===== src/rtl/sweep_seq_pkg.sv =====
package sweep_seq_pkg;
  typedef enum logic {ST_IDLE = 1'b0, ST_RUN = 1'b1} seqState_t;

  // strobes from control to the frequency datapath
  typedef struct packed {
    logic clearFreq;
    logic loadStart;
    logic stepFreq;
  } dpStrobe_t;
endpackage


===== src/rtl/sweep_pin_sync.sv =====
module sweep_pin_sync #(
  parameter int STAGES = 2
) (
  input  logic clk,
  input  logic rst_n,
  input  logic pinAsync,
  output logic pinSync
);
  logic [STAGES-1:0] chainQ;

  generate
    if (STAGES == 1) begin : g_single
      always_ff @(posedge clk) begin
        if (!rst_n) chainQ <= '0;
        else        chainQ <= pinAsync;
      end
    end else begin : g_chain
      always_ff @(posedge clk) begin
        if (!rst_n) chainQ <= '0;
        else        chainQ <= {chainQ[STAGES-2:0], pinAsync};
      end
    end
  endgenerate

  assign pinSync = chainQ[STAGES-1];
endmodule


===== src/rtl/sweep_freq_path.sv =====
module sweep_freq_path
  import sweep_seq_pkg::*;
#(
  parameter int FREQ_W = 24,
  parameter int CNT_W  = 12
) (
  input  logic              clk,
  input  logic              rst_n,
  input  dpStrobe_t         strobe,
  input  logic [FREQ_W-1:0] startFreq,
  input  logic [FREQ_W-1:0] deltaFreq,
  input  logic [CNT_W-1:0]  numIncr,
  output logic [FREQ_W-1:0] freqWord,
  output logic              atEnd
);
  logic [FREQ_W-1:0] freqQ;
  logic [CNT_W-1:0]  stepCntQ;

  always_ff @(posedge clk) begin
    if (!rst_n) begin
      freqQ    <= '0;
      stepCntQ <= '0;
    end else if (strobe.clearFreq) begin
      freqQ    <= '0;
      stepCntQ <= '0;
    end else if (strobe.loadStart) begin
      freqQ    <= startFreq;
      stepCntQ <= '0;
    end else if (strobe.stepFreq) begin
      freqQ    <= freqQ + deltaFreq;
      stepCntQ <= stepCntQ + 1'b1;
    end
  end

  assign freqWord = freqQ;
  assign atEnd    = (stepCntQ >= numIncr);

  AST_END_HOLD: assert property (@(posedge clk) disable iff (!rst_n)
    atEnd && !strobe.clearFreq && !strobe.loadStart |=> $stable(freqQ));

  AST_STEP_DELTA: assert property (@(posedge clk) disable iff (!rst_n)
    strobe.stepFreq && !strobe.clearFreq |=> freqQ == $past(freqQ) + $past(deltaFreq));
endmodule


===== src/rtl/sweep_seq_ctrl.sv =====
module sweep_seq_ctrl
  import sweep_seq_pkg::*;
#(
  parameter int PULSE_CYCLES = 4
) (
  input  logic      clk,
  input  logic      rst_n,
  input  logic      ctrlSync,
  input  logic      intrSync,
  input  logic      standbySync,
  input  logic      cfgContinuous,
  input  logic      cfgExtBurst,
  input  logic      cfgExtIncr,
  input  logic      statusEnable,
  input  logic      statusMode,
  input  logic      atEnd,
  output dpStrobe_t strobe,
  output logic      outGate,
  output logic      accumEnable,
  output logic      statusOut
);
  localparam int PC_W = $clog2(PULSE_CYCLES + 1);

  seqState_t       stateQ, stateD;
  logic            ctrlPrevQ, intrPrevQ;
  logic            gateQ, gateD;
  logic [PC_W-1:0] pulseCntQ, pulseCntD;
  logic            ctrlRise, intrRise, gateByCtrl;

  assign ctrlRise   = ctrlSync & ~ctrlPrevQ;
  assign intrRise   = intrSync & ~intrPrevQ;
  assign gateByCtrl = !cfgContinuous && cfgExtBurst;

  always_comb begin
    stateD    = stateQ;
    strobe    = '0;
    pulseCntD = pulseCntQ;
    if (!standbySync) begin
      if (pulseCntQ != '0) pulseCntD = pulseCntQ - 1'b1;
      if (intrRise) begin
        stateD           = ST_IDLE;
        strobe.clearFreq = 1'b1;
        pulseCntD        = '0;
      end else if (ctrlRise) begin
        if (stateQ == ST_IDLE) begin
          stateD           = ST_RUN;
          strobe.loadStart = 1'b1;
        end else if (cfgExtIncr && !atEnd) begin
          strobe.stepFreq = 1'b1;
          pulseCntD       = PC_W'(PULSE_CYCLES);
        end
      end
    end
  end

  always_comb begin
    if (standbySync) gateD = gateQ;
    else             gateD = (stateD == ST_RUN) && (gateByCtrl ? ctrlSync : 1'b1);
  end

  always_ff @(posedge clk) begin
    if (!rst_n) begin
      stateQ    <= ST_IDLE;
      ctrlPrevQ <= 1'b0;
      intrPrevQ <= 1'b0;
      gateQ     <= 1'b0;
      pulseCntQ <= '0;
    end else begin
      stateQ    <= stateD;
      gateQ     <= gateD;
      pulseCntQ <= pulseCntD;
      if (!standbySync) begin
        ctrlPrevQ <= ctrlSync;
        intrPrevQ <= intrSync;
      end
    end
  end

  assign outGate     = gateQ;
  assign accumEnable = (stateQ == ST_RUN) && !standbySync;
  assign statusOut   = statusEnable &&
                       (statusMode ? (pulseCntQ != '0) : ((stateQ == ST_RUN) && atEnd));

  AST_INTR_MIDSCALE: assert property (@(posedge clk) disable iff (!rst_n)
    intrRise && !standbySync |=> !outGate && (stateQ == ST_IDLE));

  AST_STROBE_EXCL: assert property (@(posedge clk) disable iff (!rst_n)
    $onehot0(strobe));

  AST_STANDBY_HOLD: assert property (@(posedge clk) disable iff (!rst_n)
    standbySync |=> $stable(gateQ) && $stable(stateQ));

  AST_PULSE_MAX: assert property (@(posedge clk) disable iff (!rst_n)
    pulseCntQ <= PC_W'(PULSE_CYCLES));

  AST_CONT_GATE: assert property (@(posedge clk) disable iff (!rst_n)
    (stateQ == ST_RUN) && cfgContinuous && !standbySync && !intrRise |=> outGate);
endmodule


===== src/rtl/burst_sweep_seq.sv =====
module burst_sweep_seq
  import sweep_seq_pkg::*;
#(
  parameter int FREQ_W       = 24,
  parameter int CNT_W        = 12,
  parameter int SYNC_STAGES  = 2,
  parameter int PULSE_CYCLES = 4
) (
  input  logic              clk,
  input  logic              rst_n,
  input  logic              cfgContinuous,
  input  logic              cfgExtBurst,
  input  logic              cfgExtIncr,
  input  logic              statusEnable,
  input  logic              statusMode,
  input  logic [FREQ_W-1:0] startFreq,
  input  logic [FREQ_W-1:0] deltaFreq,
  input  logic [CNT_W-1:0]  numIncr,
  input  logic              ctrlPin,
  input  logic              intrPin,
  input  logic              standbyPin,
  output logic [FREQ_W-1:0] freqWord,
  output logic              outGate,
  output logic              accumEnable,
  output logic              statusOut
);
  logic      ctrlSync, intrSync, standbySync, atEnd;
  dpStrobe_t strobe;

  sweep_pin_sync #(.STAGES(SYNC_STAGES)) ctrlSync_i (
    .clk(clk), .rst_n(rst_n), .pinAsync(ctrlPin), .pinSync(ctrlSync));
  sweep_pin_sync #(.STAGES(SYNC_STAGES)) intrSync_i (
    .clk(clk), .rst_n(rst_n), .pinAsync(intrPin), .pinSync(intrSync));
  sweep_pin_sync #(.STAGES(SYNC_STAGES)) stbySync_i (
    .clk(clk), .rst_n(rst_n), .pinAsync(standbyPin), .pinSync(standbySync));

  sweep_seq_ctrl #(.PULSE_CYCLES(PULSE_CYCLES)) ctrl_i (
    .clk(clk), .rst_n(rst_n),
    .ctrlSync(ctrlSync), .intrSync(intrSync), .standbySync(standbySync),
    .cfgContinuous(cfgContinuous), .cfgExtBurst(cfgExtBurst), .cfgExtIncr(cfgExtIncr),
    .statusEnable(statusEnable), .statusMode(statusMode), .atEnd(atEnd),
    .strobe(strobe), .outGate(outGate), .accumEnable(accumEnable), .statusOut(statusOut));

  sweep_freq_path #(.FREQ_W(FREQ_W), .CNT_W(CNT_W)) path_i (
    .clk(clk), .rst_n(rst_n), .strobe(strobe),
    .startFreq(startFreq), .deltaFreq(deltaFreq), .numIncr(numIncr),
    .freqWord(freqWord), .atEnd(atEnd));
endmodule


===== config.mk =====
export PLATFORM = sky130hd
export DESIGN_NAME = burst_sweep_seq
export DESIGN_NICKNAME = d
export VERILOG_FILES = /design/src/rtl/sweep_seq_pkg.sv /design/src/rtl/sweep_pin_sync.sv /design/src/rtl/sweep_freq_path.sv /design/src/rtl/sweep_seq_ctrl.sv /design/src/rtl/burst_sweep_seq.sv
export SDC_FILE = /design/constraint.sdc
export NUM_CORES = 1
export LEC_CHECK = 0
export ABC_AREA = 1
export BUFFER_PORTS_ARGS = -buffer_cell sky130_fd_sc_hd__buf_2
export CORE_MARGIN = 1.5
export CORE_UTILIZATION = 30
export CTS_CLUSTER_SIZE = 10
export DETAILED_ROUTE_END_ITERATION = 10
export GPL_ROUTABILITY_DRIVEN = 0
export PLACE_DENSITY = 0.48
export SLEW_MARGIN = 20
export SYNTH_ARGS = -nofsm -noshare
export SYNTH_HDL_FRONTEND = slang
export SYNTH_SLANG_ARGS = --single-unit

===== constraint.sdc =====
create_clock -name clk -period 2.25 [get_ports clk]
set_input_delay 0.3375 -clock clk [delete_from_list [all_inputs] [get_ports clk]]
set_output_delay 0.3375 -clock clk [all_outputs]
set_load 0.01 [all_outputs]

Word-level counts from Yosys, hierarchy flattened
Index checks and enable logic that the tools add are counted.

Bits of input ports: 70. Output and inout port bits: 27. Logic and storage cells: 51. Register bits: 49.

Multiplexer cells: 19. Bitwise gates (word level): 5. Reduce and logical (&&, ||, !) cells: 13. $lt $le $gt $ge: 1. Add/subtract/negate cells: 3.

Operators by type and width (number): 24-bit two-way mux (2); 24-bit adder (1); 3-bit two-way mux (6); 12-bit by 1-bit adder with 12-bit output, second input constant (1); 12-bit greater-or-equal comparator (1); 1-bit two-way mux (9); 1-bit logical AND (6); 2-bit two-way mux (2); 1-bit zero test (3); 1-bit NOT (3); 3-bit nonzero test (1); 3-bit OR reduction (1); 3-bit by 1-bit subtractor with 3-bit output, second input constant (1); 1-bit bitwise AND (2); 2-bit nonzero test (1); 2-bit OR reduction (1).

Logic depth before layout (Yosys ltp)
Depth in word-level cells: 10. Gate-level depth with buffers: 14. Mapped depth without buffers: 14.

Cells and area by module
Synthesis repeated with hierarchy kept, for this count alone.

Cell total of the unflattened synthesis: 676. Area, all modules: 4139.0 sq um.

Modules (own cells, without submodules): sweep_freq_path (cells each 588, times used 1, sequential area each 720.7 sq um, area each 3522.1 sq um); sweep_seq_ctrl (cells each 70, times used 1, sequential area each 140.1 sq um, area each 451.7 sq um); sweep_pin_sync (cells each 6, times used 3, sequential area each 40.0 sq um, area each 55.1 sq um).

Least setup slack after synthesis
Ideal clock, no wire load.

Path type: input port to flip-flop. From: in deltaFreq[0]. To: reg path_i.freqQ[12] (netlist: path_i.freqWord[12]). Slack: 423 ps. Required time: 2133 ps. Library setup time: 117 ps. Arrival time: 1710 ps. Buffers on the path: 0. Stages on the path: 12. Cells stage by stage: ha_1 > fa_1 > nand3_1 > nand3_1 > nand3_1 > nand2_1 > nand2_1 > nand3b_1 > nand3_1 > nand2_1 > nor2_1 > nor2_1.

Word-level cells in the longest chain between the ends: 3.

Ends and longest elaborated chain: start, declared (line burst_sweep_seq.sv:17) `input logic [FREQ_W-1:0] deltaFreq,`; 24-bit adder (line sweep_freq_path.sv:30) `freqQ <= freqQ + deltaFreq;`; 24-bit two-way mux (line sweep_freq_path.sv:29) `end else if (strobe.stepFreq) begin`; 24-bit two-way mux (line sweep_freq_path.sv:26) `end else if (strobe.loadStart) begin`; end signal, assigned (line sweep_freq_path.sv:27) `freqQ <= startFreq;`; end signal, assigned (line sweep_freq_path.sv:30); end, declared (line sweep_freq_path.sv:16) `logic [FREQ_W-1:0] freqQ;`.

No other way between the ends. The select of a mux whose other input is x is not followed. A chain may end at the register's enable or synchronous reset.

Worst setup path after layout
From: reg path_i.stepCntQ[11]. To: out statusOut.

Word-level cells in the longest chain between the ends: 4.

Ends and longest elaborated chain: start, declared (line sweep_freq_path.sv:17) `logic [CNT_W-1:0] stepCntQ;`; start signal, assigned (line sweep_freq_path.sv:31) `stepCntQ <= stepCntQ + 1'b1;`; 12-bit greater-or-equal comparator (line sweep_freq_path.sv:36) `assign atEnd = (stepCntQ >= numIncr);`; 1-bit logical AND (line sweep_seq_ctrl.sv:82) `(statusMode ? (pulseCntQ != '0) : ((stateQ == ST_RUN) && atEnd));`; 1-bit two-way mux (line sweep_seq_ctrl.sv:82); 1-bit logical AND (line sweep_seq_ctrl.sv:81) `assign statusOut = statusEnable &&`; end, declared (line burst_sweep_seq.sv:25) `output logic statusOut`.

No other way between the ends.

==> results.yml <==
worst_setup_path:
  critPathArrivalTime_ns: 1.82
  worst_path_max_delay_cell: "dfxtp_2"
  crit_chain: "ha_1 -> a21oi_1 -> nand3_2 -> nor2_4 -> a21oi_2 -> o211a_1 -> buf_2"
  r2r-end: "path_i.freqWord[12]$_SDFFE_PP0P_"
  crit_end: "statusOut"
  crit_type: "reg -> out"
  worstSetupStartpointType: "flop"
  path_delay_family: "compound AO/OA/AOI/OAI gates"
  path_depth: 7
  critPathLaunch: "path_i.stepCntQ[11]$_SDFFE_PP0P_"
  max_stage_delay_ns: 0.34
  timing.rr.start: "path_i.freqWord[0]$_SDFFE_PP0P_"
  r2r_setup_slack_ns: 0.22
  required_ns: 1.91
  cp-end-kind: "output pin"
  cp_max_fo: 3
  reg2reg_depth: 12
  critPathBufInv: 1
place:
  dp_hpwl_um: 10200
  portBuffers: 96
  place_ws_ns: 0.0891
final_layout:
  fin_util_pct: 36.3
  layout_common_cells: "242 x nand2_1, 124 x inv_1, 96 x buf_2, 74 x nor2_1, 48 x nand3_1"
  layout-drive-gt1-share_pct: 19.3
  final_common_cell: "nand2_1"
  final-seq-area_um2: 986
  antennaDiodeCount: 0
  area_growth_pct: 18.1
  nets: 947
  multi_input_area_um2: 2870
  fill_cells: 1678
floorplanning:
  core-area_um2: 14500
  die_w_um: 125
  num_rows: 44
  io_pins: 97
  dieArea_um2: 15600
  die_h_um: 125
  initial_core_util_pct: 30.7
logic_synthesis:
  syn_avg_cell_area_um2: 6.04
  ys_ff_latch: 49
  synthArstFlopShare_pct: 0
  ys_warn_count: 0
  ys_types: 39
  synthFlopType: "dfxtp_1"
  netlist_area_um2: 4470
  seq_area_frac_synth_pct: 22.0
  syn_inst: 740
  syn-num-nets: 849
  synth-edff-count: 0
global_route:
  grt_use_total_pct: 16.7
  grt_overflow: 0
  grt_max_degree: 23
  grt_pass1_wl_um: 21400
  grt_pass1_vias: 4423
  antenna_found_initial: 0
detailed_routing:
  firstDrtPassIters: 4
  ant_nets: 0
  routedWlPerCell_um: 12.4
  drc: 0
  viasPerCell: 4.41
  wirelength_um: 12700
  vias: 4509
  drt_iter0_drc: 217
min_path:
  hold_class: "in -> reg"
  min_path_cells: 3
timing:
  max_freq_ghz: 0.463
  setup_viol: 0
  period_needed_ns: 2.16
  hold_viol_final: 0
  slew_violations: 0
  layout_setup_ws_ns: 0.0886
  period_share_pct: 96.1
  relSlewSlack_pct: 63.8
  tightest_slew_ns: 0.543
  worst_clock_skew_ns: 0.00474
outcome:
  status: "complete, no violations"
cts:
  clk_latency_ns: 0.30
  root_buffer: "clkbuf_16"
  cts_made_buffers: 5
  cts_sinks: 49
  cts_max_level: 2
  cts_hold_buf: 0
  cts_tree: "yes"
  cts.clk_slew.worst_paths_ns: 0.07
  clk_path_buf_depth: 2
power:
  power_density_nw_per_um2: 472
  power_leakage_nw: 2.88
  ir_worst_vdd_mv: 0.291
  total_power_w: 0.00249
job:
  cap_viol_max_count: 0
registers in the layout (all words and copies together) (netlist names):
name               cells
intrSync_i.chainQ      2
stbySync_i.chainQ      2
ctrl_i.stateQ          1
ctrl_i.intrPrevQ       1
ctrl_i.pulseCntQ       3
ctrl_i.ctrlPrevQ       1
ctrl_i.outGate         1
ctrlSync_i.chainQ      2
path_i.freqWord       24
path_i.stepCntQ       12
worst register-to-register path: stages (launching register included):
cell      delay (ns)
dfxtp_1         0.34
ha_1            0.24
fa_1            0.46
nand3_1         0.11
nand3_1         0.14
nand3_1         0.10
nand2_1         0.10
nand2_1         0.09
nand3b_1        0.07
nand3_1         0.08
nand2_1         0.06
nor2_1          0.08
nor2_1          0.04
per-layer routing:
layer / global-route usage, % / routed length [µm] / share of wire (%) / vias to the layer above
met4: 4.01 / 124 / 0.98 / 0
li1: - / - / - / 2496
met1: 24.3 / 6720 / 53 / 1907
met5: 0 / 0 / 0 / -
met3: 3.00 / 636 / 5.0 / 8
met2: 25.5 / 5210 / 41 / 98
kinds of logic (layout without fill, tap and decap cells):
kind of cell	Yosys count	in the layout	share of synthesized area, %
DFF	49	49	22.0
muxes	2	2	0.448
buffers and inverters	142	241	14.1
AOI/OAI and AO/OA	81	81	10.1
xor gates and xnor gates	12	12	2.35
adders and majority gates	39	39	11.1
and+or+nand+nor	415	415	39.9
worst min path at each step:
stage                                    start                              end  slack [ns]
2_1_floorplan  ctrlSync_i.chainQ[0]$_SDFF_PN0_  ctrlSync_i.chainQ[1]$_SDFF_PN0_        0.39
3_3_place_gp   stbySync_i.chainQ[0]$_SDFF_PN0_  stbySync_i.chainQ[1]$_SDFF_PN0_        0.40
3_5_place_dp   intrSync_i.chainQ[0]$_SDFF_PN0_  intrSync_i.chainQ[1]$_SDFF_PN0_        0.40
4_1_cts                             standbyPin  stbySync_i.chainQ[0]$_SDFF_PN0_        0.21
5_1_grt                             standbyPin  stbySync_i.chainQ[0]$_SDFF_PN0_        0.22
6_report                            standbyPin  stbySync_i.chainQ[0]$_SDFF_PN0_        0.21
cell type report:
type | count | share of cell area, %
clock buffers | 5 | 2.37
clock inverters | 3 | 0.403
inverters | 127 | 9.18
multi-input cells | 549 | 54.5
flip-flops and latches | 49 | 18.7
well taps | 184 | 4.36
repair buffers | 106 | 10.5
power breakdown:
part	switching [W]	internal, W	total [W]
clock	0.000387	0.000416	0.000803
sequential	0.0000415	0.000919	0.000961
combinational	0.000431	0.000296	0.000727
synthesized netlist by cell type, types with 5 or more instances:
cell / number / area (µm²)
xor2_1: 7 / 61.3
inv_1: 124 / 465
or2_2: 5 / 31.3
buf_6: 7 / 78.8
xnor2_1: 5 / 43.8
ha_1: 38 / 475
nand4_1: 5 / 31.3
a21oi_2: 8 / 70.1
nor2_1: 76 / 285
o21ai_0: 26 / 130
nand3_1: 49 / 245
nor3_1: 8 / 40.0
nor2_4: 5 / 56.3
nand2_1: 244 / 916
nand2_2: 9 / 56.3
dfxtp_1: 49 / 981
a21oi_1: 42 / 210
per-stage QoR:
step	hold slack, ns	cell area (µm²)	cells	setup TNS, ns
floorplan	0.390	4470	740	0
global placement	0.395	5090	1013	0
detailed placement	0.398	5090	1013	0
CTS	0.206	5240	1021	0
global route	0.218	5280	1023	-0.00298
finish	0.212	5280	1023	0
what timing repair did:
action / in CTS / in global routing
setup endpoints to repair: 1 / 1
pin swaps: 0 / 4
resized for setup: 2 / 8
buffers inserted: 0 / 2
Power figures use the tool's default switching activity.
